--- src/rtl/mfu_pkg.sv ---
package mfu_pkg;
    typedef enum logic [1:0] {
        SGN_UU  = 2'b00,
        SGN_SS  = 2'b01,
        SGN_SU  = 2'b10,
        SGN_ALT = 2'b11
    } sign_mode_e;

    typedef enum logic [1:0] {
        ST_IDLE = 2'b00,
        ST_MULT = 2'b01,
        ST_FIN  = 2'b10
    } mfu_state_e;
endpackage

--- src/rtl/mfu_opnd_ext.sv ---
module mfu_opnd_ext #(
    parameter int W = 8
) (
    input  logic [W-1:0] data_i,
    input  logic         as_signed_i,
    output logic [W:0]   ext_o
);
    always_comb begin
        ext_o = {as_signed_i & data_i[W-1], data_i};
    end
endmodule

--- src/rtl/mfu_core.sv ---
module mfu_core #(
    parameter int W = 8,
    localparam int EW = W + 1,
    localparam int PW = 2 * W
) (
    input  logic [EW-1:0] ea_i,
    input  logic [EW-1:0] eb_i,
    output logic [PW-1:0] raw_o
);
    logic signed [2*EW-1:0] full;

    always_comb begin
        full  = $signed(ea_i) * $signed(eb_i);
        raw_o = full[PW-1:0];
    end
endmodule

--- src/rtl/mfu_post.sv ---
module mfu_post #(
    parameter int W = 8,
    localparam int PW = 2 * W
) (
    input  logic [PW-1:0] raw_i,
    input  logic          frac_i,
    output logic [PW-1:0] res_o,
    output logic          z_o,
    output logic          c_o
);
    always_comb begin
        res_o = frac_i ? {raw_i[PW-2:0], 1'b0} : raw_i;
        c_o   = raw_i[PW-1];
        z_o   = (res_o == '0);
    end
endmodule

--- src/rtl/frac_mul_unit.sv ---
module frac_mul_unit #(
    parameter int W = 8,
    localparam int PW = 2 * W
) (
    input  logic         clk,
    input  logic         rst_n,
    input  logic         start_i,
    input  logic [W-1:0] opa_i,
    input  logic [W-1:0] opb_i,
    input  logic [2:0]   mode_i,
    output logic         busy_o,
    output logic         done_o,
    output logic [W-1:0] res_hi_o,
    output logic [W-1:0] res_lo_o,
    output logic         z_o,
    output logic         c_o
);
    import mfu_pkg::*;

    mfu_state_e state_q, state_d;
    logic [W-1:0] opnd_q [2];
    sign_mode_e   sgn_q;
    logic         frac_q;
    logic         accept;
    logic         load_res;

    logic [1:0]   is_signed;
    logic [W:0]   ext [2];
    logic [PW-1:0] raw, res_c;
    logic          z_c, c_c;
    logic [PW-1:0] res_q;

    // state register
    always_ff @(posedge clk or negedge rst_n) begin
        if (!rst_n) state_q <= ST_IDLE;
        else        state_q <= state_d;
    end

    // next state and outputs of the controller
    always_comb begin
        state_d  = state_q;
        accept   = 1'b0;
        load_res = 1'b0;
        busy_o   = 1'b0;
        done_o   = 1'b0;
        unique case (state_q)
            ST_IDLE: begin
                if (start_i) begin
                    accept  = 1'b1;
                    state_d = ST_MULT;
                end
            end
            ST_MULT: begin
                busy_o   = 1'b1;
                load_res = 1'b1;
                state_d  = ST_FIN;
            end
            ST_FIN: begin
                busy_o  = 1'b1;
                done_o  = 1'b1;
                state_d = ST_IDLE;
            end
            default: state_d = ST_IDLE;
        endcase
    end

    // operand capture
    always_ff @(posedge clk or negedge rst_n) begin
        if (!rst_n) begin
            opnd_q[0] <= '0;
            opnd_q[1] <= '0;
            sgn_q     <= SGN_UU;
            frac_q    <= 1'b0;
        end else if (accept) begin
            opnd_q[0] <= opa_i;
            opnd_q[1] <= opb_i;
            sgn_q     <= sign_mode_e'(mode_i[1:0]);
            frac_q    <= mode_i[2];
        end
    end

    always_comb begin
        is_signed[0] = (sgn_q == SGN_SS) || (sgn_q == SGN_SU);
        is_signed[1] = (sgn_q == SGN_SS);
    end

    for (genvar gi = 0; gi < 2; gi++) begin : g_ext
        mfu_opnd_ext #(.W(W)) ext_i (
            .data_i     (opnd_q[gi]),
            .as_signed_i(is_signed[gi]),
            .ext_o      (ext[gi])
        );
    end

    mfu_core #(.W(W)) core_i (
        .ea_i (ext[0]),
        .eb_i (ext[1]),
        .raw_o(raw)
    );

    mfu_post #(.W(W)) post_i (
        .raw_i (raw),
        .frac_i(frac_q),
        .res_o (res_c),
        .z_o   (z_c),
        .c_o   (c_c)
    );

    // result pair and flags
    always_ff @(posedge clk or negedge rst_n) begin
        if (!rst_n) begin
            res_q <= '0;
            z_o   <= 1'b0;
            c_o   <= 1'b0;
        end else if (load_res) begin
            res_q <= res_c;
            z_o   <= z_c;
            c_o   <= c_c;
        end
    end

    assign res_hi_o = res_q[PW-1:W];
    assign res_lo_o = res_q[W-1:0];

    AST_DONE_PULSE: assert property (@(posedge clk) disable iff (!rst_n)
        done_o |=> !done_o);
    AST_DONE_LATENCY: assert property (@(posedge clk) disable iff (!rst_n)
        (start_i && !busy_o) |=> (busy_o && !done_o) ##1 done_o);
    AST_RES_HOLD: assert property (@(posedge clk) disable iff (!rst_n)
        !done_o |-> ($stable(res_hi_o) && $stable(res_lo_o) && $stable(z_o) && $stable(c_o)));
    AST_FRAC_LSB: assert property (@(posedge clk) disable iff (!rst_n)
        (done_o && frac_q) |-> !res_lo_o[0]);
    AST_ZERO_FLAG: assert property (@(posedge clk) disable iff (!rst_n)
        done_o |-> (z_o == ({res_hi_o, res_lo_o} == '0)));
endmodule

--- config.mk ---
export PLATFORM = sky130hd
export DESIGN_NAME = frac_mul_unit
export DESIGN_NICKNAME = d
export VERILOG_FILES = /design/src/rtl/mfu_pkg.sv /design/src/rtl/mfu_opnd_ext.sv /design/src/rtl/mfu_core.sv /design/src/rtl/mfu_post.sv /design/src/rtl/frac_mul_unit.sv
export SDC_FILE = /design/constraint.sdc
export NUM_CORES = 1
export LEC_CHECK = 0
export BUFFER_PORTS_ARGS = -buffer_cell sky130_fd_sc_hd__buf_2
export CAP_MARGIN = 20
export CORE_UTILIZATION = 65
export CTS_CLUSTER_DIAMETER = 200
export CTS_CLUSTER_SIZE = 30
export DETAILED_ROUTE_END_ITERATION = 10
export PLACE_DENSITY = 0.95
export SLEW_MARGIN = 10
export SYNTH_ARGS = -nofsm -noshare
export SYNTH_HDL_FRONTEND = slang
export SYNTH_HIERARCHICAL = 1
export SYNTH_SLANG_ARGS = --single-unit
export TNS_END_PERCENT = 1
--- constraint.sdc ---
create_clock -name clk -period 10.2 [get_ports clk]
set_clock_uncertainty 0.05 [all_clocks]
set_input_delay 1.02 -clock clk [delete_from_list [all_inputs] [get_ports clk]]
set_output_delay 1.02 -clock clk [all_outputs]
set_load 0.005 [all_outputs]
Word-level counts from Yosys, hierarchy flattened
Index checks and enable logic that the tools add are counted.

storage, ports and cells
  register bits = 39
  bits of input ports = 22

cells by class
  $mul = 1
  eq/ne operators = 5
  muxes and demuxes = 8
  bitwise gates (word level) = 2
  reductions and logical operators = 4

operators with widths
  operator                                       number
  zero test 16 bit                               1
  multiplier 9 x 9 -> 16 bit                     1
  two-way mux 16 bit                             1
  two-way mux 1 bit                              5
  == test 2 x 1 -> 1 bit, second input constant  2
  == test 2 bit, second input constant           2
  case mux 2 bit (2 select lines)                1
  AND 1 bit                                      2
  zero test 2 bit                                1
  two-way mux 2 bit                              1
  inequality test 2 bit, second input constant   1
  OR reduction 2 bit                             1
  logical OR 1 bit                               1

Longest topological paths before layout
Gate-level depths: netlist (run 1).

  depth after elaboration = 6
  gate-level depth with buffers = 23
  gate-level depth less buffers = 23

Modules after synthesis
Netlist (run 1), hierarchy kept.

modules (own cells, without submodules)
  module         times used  cells an instance  area an instance (sq um)  seq. area each (sq um)
  mfu_core       1           325                2813.9                    0.0
  frac_mul_unit  1           93                 1546.5                    975.9
  mfu_post       1           29                 267.8                     0.0
  mfu_opnd_ext   2           9                  66.3                      0.0

Least setup slack after synthesis (run 1)
No wires, ideal clock.

  path kind = register -> register
  from = register sgn_q[0]
  to = register z_o
  library setup time = 0.065 ns
  arrival = 5.683 ns
  data required time = 10.085 ns
  setup slack = 4.402 ns
  stages on the path, launching flop included = 19
  buffers on the path = 0
  path through = dfrtp_1 > ha_1 > inv_1 > and2_1 > and2_1 > fa_1 > inv_1 > fa_1 > fa_1 > fa_1 > inv_1 > ha_1 > ha_1 > mux2_2 > a311oi_1 > o311ai_1 > or4_4 > nor4_2 > mux2_2

RTL lines
  element                 RTL line              source
  from (decl)             frac_mul_unit.sv:22   sign_mode_e sgn_q;
  from (signal assigned)  frac_mul_unit.sv:77   sgn_q <= sign_mode_e'(mode_i[1:0]);
  to (signal assigned)    frac_mul_unit.sv:117  z_o <= z_c;
  to (decl)               frac_mul_unit.sv:15   output logic z_o,

==> summary by stage, run 1 <==
Route
After detailed routing, the number of remaining DRC violations is 0. The number of DRC violations after detailed-routing iteration 0 is around 190. The number of optimization iterations in the first detailed-route pass is 4. The final layout contains routed wiring with a total length of 10,600 um. The overall via count from detail_route is between 3,000 and 4,000. The remaining antenna violation count is 0. In the final routed layout, each cell accounts on average for around 18 um. The routed via count divided by cell count is roughly 5.8.

Cells and area
The filler cells instantiated in the layout total roughly 390. Cells with a size suffix above 1 make up 23.3% of the layout. After the last flow step, the layout net total stands at about 600. From synthesis to final layout, the design area changed by 5.12%.

For this run, the number of standard cells in the final layout without fillers is 580. The count of antenna diodes in the layout is 0. The post-route standard cell area excluding fillers is ~0.005 mm2.

STA
Measured against its own limit, the worst slew margin works out to between 40% and 50%. The final count of pins violating max slew is 0. The number of endpoints with negative hold slack in the final report is 0. The fmax is around 160 MHz. The measured slew at the worst slew-check pin is around 850 ps. Counting I/O delays and the setup requirement, the final critical path takes 6270 ps.

The setup TNS is 0 ps. Dividing the final minimum period by the clock period gives about three fifths. Setup repair after global routing left no endpoint under its margin. Setup violations remaining at the end of the flow were counted as 0. The tightest hold margin is about 460 ps.

Yosys
The most instantiated flip-flop cell in the synthesis netlist is sky130_fd_sc_hd__dfrtp_1. Synthesis handed over a netlist of 465 instances. The number of synthesized register bits is 39.

After synthesis, the cell types taking the most area are sky130_fd_sc_hd__fa_1 (26%), sky130_fd_sc_hd__dfrtp_1 (20%), sky130_fd_sc_hd__mux2_2 (13%). In the synthesized netlist, the cells that appear most often are sky130_fd_sc_hd__inv_1 (93), sky130_fd_sc_hd__fa_1 (63), sky130_fd_sc_hd__mux2_2 (55), sky130_fd_sc_hd__nand2_1 (48). Summed over all instances, the cell type with the most area after synthesis is sky130_fd_sc_hd__fa_1. The count of flip-flops with a built-in enable after synthesis is 0. The count of warnings emitted by yosys is 6. Synthesis instantiated 43 different standard cells from the library. The total nets after synthesis is roughly 600. The most repeated cell in the gate-level netlist after synthesis is sky130_fd_sc_hd__inv_1.

The portion of the post-synthesis area used by sequential elements is 20.5%. In this run the cell area of the synthesized design comes to 0.00476 mm2. The synthesized design devotes to its leading area cell type a little over a quarter of total area. Counting flops with an async set or reset pin after synthesis yields a share of 100%. After synthesis, the mean cell area works out to 10.2 um2.

Die
The width of the die is roughly 88 um. During I/O placement, the number of pins put on the boundary was 42. The die covers approximately 0.0077 mm2. The die outline height is 87.6 um. The floorplan step defined a core boundary enclosing around 0.0069 mm2. The number of standard-cell rows in the floorplan is 30. The starting density of the core is 68.6%.

Worst setup path
By instance count, the cell type seen most on the critical path is sky130_fd_sc_hd__inv_1. The delay of the slowest cell on the worst path is about 600 ps. The buffer and inverter count on the worst path is 5.

The critical path in this run is classified as flop to flop. The largest fanout of any net on the critical path is 8. The worst setup path is launched from a flop.

The critical path goes through ha_1, inv_1, and2_1, and2_1, inv_1, fa_1, inv_1, fa_1, inv_1, fa_1, fa_1, inv_1, ha_1, ha_1, mux2_2, a311oi_1, o311ai_1, or4_4, nor4_2, mux2_2. The critical path capture point type is a flop. The family of cells with the greatest summed delay on the critical path is adder cells.

Data on the critical path arrives at its endpoint at around 6500 ps. The critical-path cell with the highest stage delay is sky130_fd_sc_hd__fa_1. The data required time of the worst path is 10,400 ps.

Global routing
The maximum number of pins on one net before global-route repair is 40. The total routing resource utilization after global routing is between 30 and 40%. The wire length of the first global-routing pass is 17,300 um. After global routing the overflow that remains totals 0. The via count of the first global-routing pass is between 3,000 and 4,000.

The initial antenna violation count is 0.

Clock tree
The clock network latency to the later pin of the worst-skew pair is about 300 ps. The depth of the CTS H-tree is 2. The number of buffers created by CTS is 5.

The longest clock path from root to sink contains 2 buffers. The number of instances resized during post-cts repair is 0. TritonCTS built the clock tree. The clock-pin slew on the worst setup and hold paths is 90 ps. The number of hold buffers added after CTS was 0. Post-CTS timing repair inserted 0 buffers for setup. The clock drives 39 sinks.

The cell sitting at the root of the clock tree is a sky130_fd_sc_hd__clkbuf_8.

Placement
The post-detailed-placement half-perimeter wirelength is between 8000 and 9000 um. During placement, the flow inserted port buffers numbering 41. The post-place instance area is between 0.004 and 0.005 mm2. The routability congestion estimate is between 0.8 and 0.9. The count of placed standard cells including taps is between 500 and 600.

Outcome
The flow ran to the end, and the final reports show no timing, DRC or antenna violations.

Hold path
The worst hold path belongs to the class flop to flop.

Job
The max-cap violation count is 0.
## final timing paths
| path | startpoint | to | slack [ps] | cells after the start |
|---|---|---|---|---|
| max | sgn_q[0] | z_o | 3930 | 20 |
| max in group asynchronous | rst_n | res_q[1] | 8800 | 1 |
| max reg2reg | sgn_q[0] | z_o | 3930 | 20 |
| min | res_q[3] | res_q[3] | 460 | 1 |
| min in group asynchronous | rst_n | res_q[9] | 760 | 1 |
| min reg2reg | res_q[3] | res_q[3] | 460 | 1 |
## registers in the layout (all words and copies together), names as in the netlist
signal	flops
c_o	1
frac_q	1
state_q	2
z_o	1
sgn_q	2
opnd_q	16
res_q	16
## stage by stage
stage / setup slack [ps] / utilization [%]
floorplan: 4400 / -
global placement: 4180 / 70.3
detailed placement: 4000 / 70.3
CTS: 3950 / 72.1
global route: 3650 / 72.1
finish: 3930 / 72.1
## worst reg2reg max path, delay by kind of cell, from the launching register on
family                   cells  cell delay [ps]
flip-flops                   1              390
adder cells (fa/ha/maj)      7             3150
AO/OA/AOI/OAI                2              430
AND/OR/NAND/NOR              4             1310
buffers and inverters        5              340
multiplexers                 2              550
## cell families (layout without fill, tap and decap cells)
| family | after synthesis | after routing | synth area share, % |
|---|---|---|---|
| buf+inv | 123 | 142 | 11.6 |
| simple gates | 113 | 113 | 12.4 |
| fa+ha+maj | 102 | 102 | 36.7 |
| mux | 55 | 55 | 13.0 |
| flops | 39 | 39 | 20.5 |
| xor+xnor | 17 | 17 | 3.13 |
| compound gates | 16 | 16 | 2.68 |
## routing by layer
layer,up-vias,global-route usage (%),routed length [um],part of all wire [%]
met5,-,0,0,0
met4,0,17.0,524,4.9
met3,50,6.50,646,6.1
met2,154,51.8,5330,50
met1,1693,37.1,4090,39
li1,1468,-,-,-
## layout make-up
class | instances | area [um2] | share of cell area [%]
clock buffer | 6 | 82.6 | 1.65
tap | 96 | 120 | 2.40
sequential | 39 | 976 | 19.5
multi-input combinational | 303 | 3230 | 64.6
inverter | 93 | 349 | 6.98
timing repair buffer | 41 | 205 | 4.10
clock inverter | 2 | 38.8 | 0.775
## cell usage in the layout (no fill, tap or decap), types with 2 or more instances in the layout
cell type / count
sky130_fd_sc_hd__nor3_1: 3
sky130_fd_sc_hd__mux2_2: 55
sky130_fd_sc_hd__a21o_1: 2
sky130_fd_sc_hd__nor4_1: 3
sky130_fd_sc_hd__nor2_1: 9
sky130_fd_sc_hd__nand2_1: 48
sky130_fd_sc_hd__buf_2: 41
sky130_fd_sc_hd__a21oi_1: 2
sky130_fd_sc_hd__fa_1: 63
sky130_fd_sc_hd__xnor2_1: 16
sky130_fd_sc_hd__and2_1: 30
sky130_fd_sc_hd__dfrtp_1: 39
sky130_fd_sc_hd__nor2b_1: 5
sky130_fd_sc_hd__ha_1: 39
sky130_fd_sc_hd__inv_1: 93
sky130_fd_sc_hd__or2b_1: 3
sky130_fd_sc_hd__clkbuf_8: 6
sky130_fd_sc_hd__o21ai_0: 3
Power of run 1 is left out: the tool's default activity adds up to more than one toggle a clock period on the data nets, which glitch-free logic cannot reach.
==> inputs of run 2 (changes only) <==
- ABC_AREA: not set -> 1
- CORE_UTILIZATION: 65 -> 62
- PLACE_DENSITY: 0.95 -> 0.94
- clock period: 10.2 -> 5.8 ns (I/O delays scaled with it)
==> summary by stage, run 2 <==
Yosys
Yosys instantiated no cell more often than sky130_fd_sc_hd__nand2_1. The post-synthesis area per instance came to 7.32 um2 (-29%). The share of Yosys cell area claimed by the top area cell type was 23.8% (-2.7 points).

The netlist area before placement came to 0.00530 mm2 (+11%). The count of warnings emitted by yosys is 6 (unchanged). The number of distinct library cells after synthesis is 34 (-21%).

The count of flip-flops with a built-in enable after synthesis is 0 (unchanged). The portion of the post-synthesis area used by sequential elements came to 18.4% (-2.1 points). By area the synthesized netlist is led by sky130_fd_sc_hd__fa_1 (24%), sky130_fd_sc_hd__dfrtp_1 (18%), sky130_fd_sc_hd__nand2_1 (16%).

The fraction of registers with async set/reset came to 100% (unchanged). The cell taking the most area after synthesis is sky130_fd_sc_hd__fa_1. The total nets after synthesis came to 849 (+44%).

The cell count after synthesis is 725 (+56%). After synthesis, the most frequently instantiated cells are sky130_fd_sc_hd__nand2_1 (223), sky130_fd_sc_hd__inv_1 (193), sky130_fd_sc_hd__fa_1 (63), sky130_fd_sc_hd__dfrtp_1 (39), sky130_fd_sc_hd__ha_1 (39). The most instantiated flip-flop cell in the synthesis netlist is sky130_fd_sc_hd__dfrtp_1.

The number of synthesized register bits came to 39 (unchanged).

Global routing
The initial antenna violation count is 0 (unchanged). The met3 global-route usage is 7.09% (+0.58 points). The global-route track usage on met1 is 36.4% (-0.70 points). The wire length of the first global-routing pass came to 21,500 um (+25%).

The maximum number of pins on one net before global-route repair is 40 (unchanged). The routing usage on met2 is 54.3% (+2.4 points). The total congestion overflow is 0 (unchanged). The layer with the highest usage is met2. The total routing resource utilization after global routing is 31.7% (+0.95 points). The via count of the first global-routing pass is 4,739 (+30%).

STA
The worst relative slew slack is 32.2% (-11 points). The final-report setup violation count is 0 (unchanged). The final count of pins violating max slew is 0 (unchanged). The tightest hold margin is 322 ps (-133 ps). The fmax was 181 MHz (+13%). The measured slew at the worst slew-check pin is 1020 ps (+172 ps). The final critical-path required period is 5530 ps (-743 ps). The number of endpoints with negative hold slack in the final report is 0 (unchanged).

The final worst setup slack is 274 ps (-3660 ps). The period utilization was 95.3% (+34 points).

Route
The average routed wire per standard cell is 16.0 um (-13%). The routed wire length is 13,400 um (+27%). The post-route DRC violation count came to 0 (unchanged). The overall via count from detail_route was 4,662 (+39%). The routed via count divided by cell count is 5.54 (-4.5%). The remaining antenna violation count is 0 (unchanged). The number of optimization iterations in the first detailed-route pass is 5 (+1). The number of DRC violations after detailed-routing iteration 0 is 412 (+110%).

Placement
The post-place instance area was 0.00534 mm2 (+9.2%). The total of buffers placed on input and output ports is 41 (unchanged). The count of placed standard cells including taps is 827 (+45%). The worst setup timing slack at the placement stage came to 17.3 ps (-3980 ps). The routability congestion estimate was 0.978 (+16%).

The post-detailed-placement half-perimeter wirelength was 9520 um (+18%).

Worst setup path
The setup path with the least slack is of type flop to flop. The arrival time at the worst endpoint is 5700 ps (-770 ps). STA classifies the critical path endpoint as a flop.

The largest fanout of any net on the critical path was 7 (-1). The endpoint of the lowest-slack register-to-register path is z_o. The delay of the slowest cell on the worst path is 580 ps (-20 ps). The data required time of the worst path is 5970 ps (-4430 ps).

The critical-path cell with the highest stage delay is sky130_fd_sc_hd__fa_1. The cell with the most instances on the worst path is sky130_fd_sc_hd__nand2_1. The endpoint of the most critical setup path is z_o.

The slack of the worst reg-to-reg path came to 270 ps (-3660 ps). The start point of the critical path is sgn_q[1]. The depth of the worst register-to-register path is 28 (+40%). The startpoint of the worst-slack reg-to-reg timing path is sgn_q[1]. The worst setup path is launched from a flop.

Cells and area
The layout net count was 859 (+42%). The final standard cell count with taps included and fillers excluded is 841 (+45%). The number of filler cells placed in the layout came to 565 (+46%). The fraction of final layout cells with drive strength greater than 1 was 16.6% (-6.8 points). In the layout the commonest cells are sky130_fd_sc_hd__nand2_1 (215), sky130_fd_sc_hd__inv_1 (185), sky130_fd_sc_hd__fa_1 (60).

Compared with the post-synthesis result, the final layout area differs by 6.82%. In the final layout, the registers with the most flip-flops are opnd_q x16, res_q x16. The count of antenna diodes in the layout came to 0 (unchanged). The post-route standard cell area excluding fillers is 0.00567 mm2 (+13%). The library cell used most frequently in the layout, excluding fill and tap cells, is sky130_fd_sc_hd__nand2_1.

Die
The starting density of the core is 64.2% (-4.3 points). The area of the placeable core came to 0.00826 mm2 (+19%). The width of the die is 94.5 um (+7.9%). The area of the die is 0.00893 mm2 (+16%). The die outline height is 94.5 um (+7.9%).

The number of ports placed on the die boundary is 42 (unchanged). The number of standard-cell rows in the floorplan came to 33 (+10%).

Clock tree
The depth of the CTS H-tree came to 2 (unchanged). The clock-pin slew on the worst setup and hold paths is 90 ps (about the same). The CTS root buffer is sky130_fd_sc_hd__clkbuf_8. The number of buffers created by CTS came to 5 (unchanged). The clock tree buffer depth came to 2 (unchanged).

The quantity of hold-fixing buffers added after cts is 0 (unchanged). The clock network latency to the later pin of the worst-skew pair is 300 ps (about the same). The clock net sink count came to 39 (unchanged). TritonCTS built the clock tree.

Outcome
The flow ran to the end, and the final reports show no timing, DRC or antenna violations.

Hold path
The type of the most critical hold path is input port to async pin.

Job
The max-cap violation count came to 0 (unchanged).
run 2: cell count changes after synthesis, sizes merged, moves of 6 or more:
cell | before | now
xnor2 | 16 | 3
nor2b | 6 | 0
and2 | 30 | 0
clkbuf | 7 | 15
o21ai | 4 | 23
nand2 | 49 | 240
nor2 | 9 | 20
mux2 | 55 | 0
buf | 23 | 31
inv | 93 | 197
nand3 | 1 | 34
run 2: worst max-delay path, delay by kind of cell, from the launching register on:
kind / cells / cell delay (ps)
adders and majority gates: 7 / 2990
and+or+nand+nor: 14 / 1360
DFF: 1 / 390
AOI/OAI and AO/OA: 2 / 340
buffers and inverters: 5 / 320
run 2: metal layers:
layer / share of wire (%) / vias to the layer above
met3: 7.7 / 98
met5: 0 / -
met1: 36 / 2166
met2: 50 / 327
met4: 6.1 / 0
li1: - / 2071
run 2: how the worst min path moves through the flow:
stage / start / endpoint / depth (start not counted)
6_report: rst_n / res_q[2] / 1
5_1_grt: rst_n / res_q[3] / 1
4_1_cts: rst_n / res_q[8] / 1
3_5_place_dp: sgn_q[1] / sgn_q[1] / 2
3_3_place_gp: sgn_q[1] / sgn_q[1] / 2
2_1_floorplan: rst_n / c_o / 0
run 2: cells by family after synthesis:
| logic type | after synthesis | synth area share [%] |
|---|---|---|
| DFF | 39 | 18.4 |
| AOI/OAI and AO/OA | 31 | 3.11 |
| adders and majority gates | 102 | 33.0 |
| xor gates and xnor gates | 7 | 1.16 |
| buffers and inverters | 243 | 20.1 |
| and+or+nand+nor | 303 | 24.2 |
run 2: layout make-up:
| cell class | instances | area [um2] | area share, % |
|---|---|---|---|
| inverters | 197 | 752 | 13.3 |
| flip-flops and latches | 39 | 976 | 17.2 |
| multi-input cells | 443 | 3430 | 60.5 |
| repair buffers | 49 | 265 | 4.68 |
| clock inverters | 3 | 43.8 | 0.773 |
| well taps | 105 | 131 | 2.32 |
| clock buffers | 5 | 68.8 | 1.21 |
run 2: timing repair:
item	CTS	global route
pin swaps	0	16
gates resized for setup	1	39
setup buffers	0	6
cloned	0	0
setup endpoints to repair	1	7
run 2: through the flow:
stage                     TNS (ps)  utilization [%]
after floorplan                  0                -
after global placement           0             64.6
after detailed placement         0             64.6
after CTS                        0             66.0
after global routing         -64.0             68.6
final                            0             68.6
Power of run 2 is left out for the same reason.
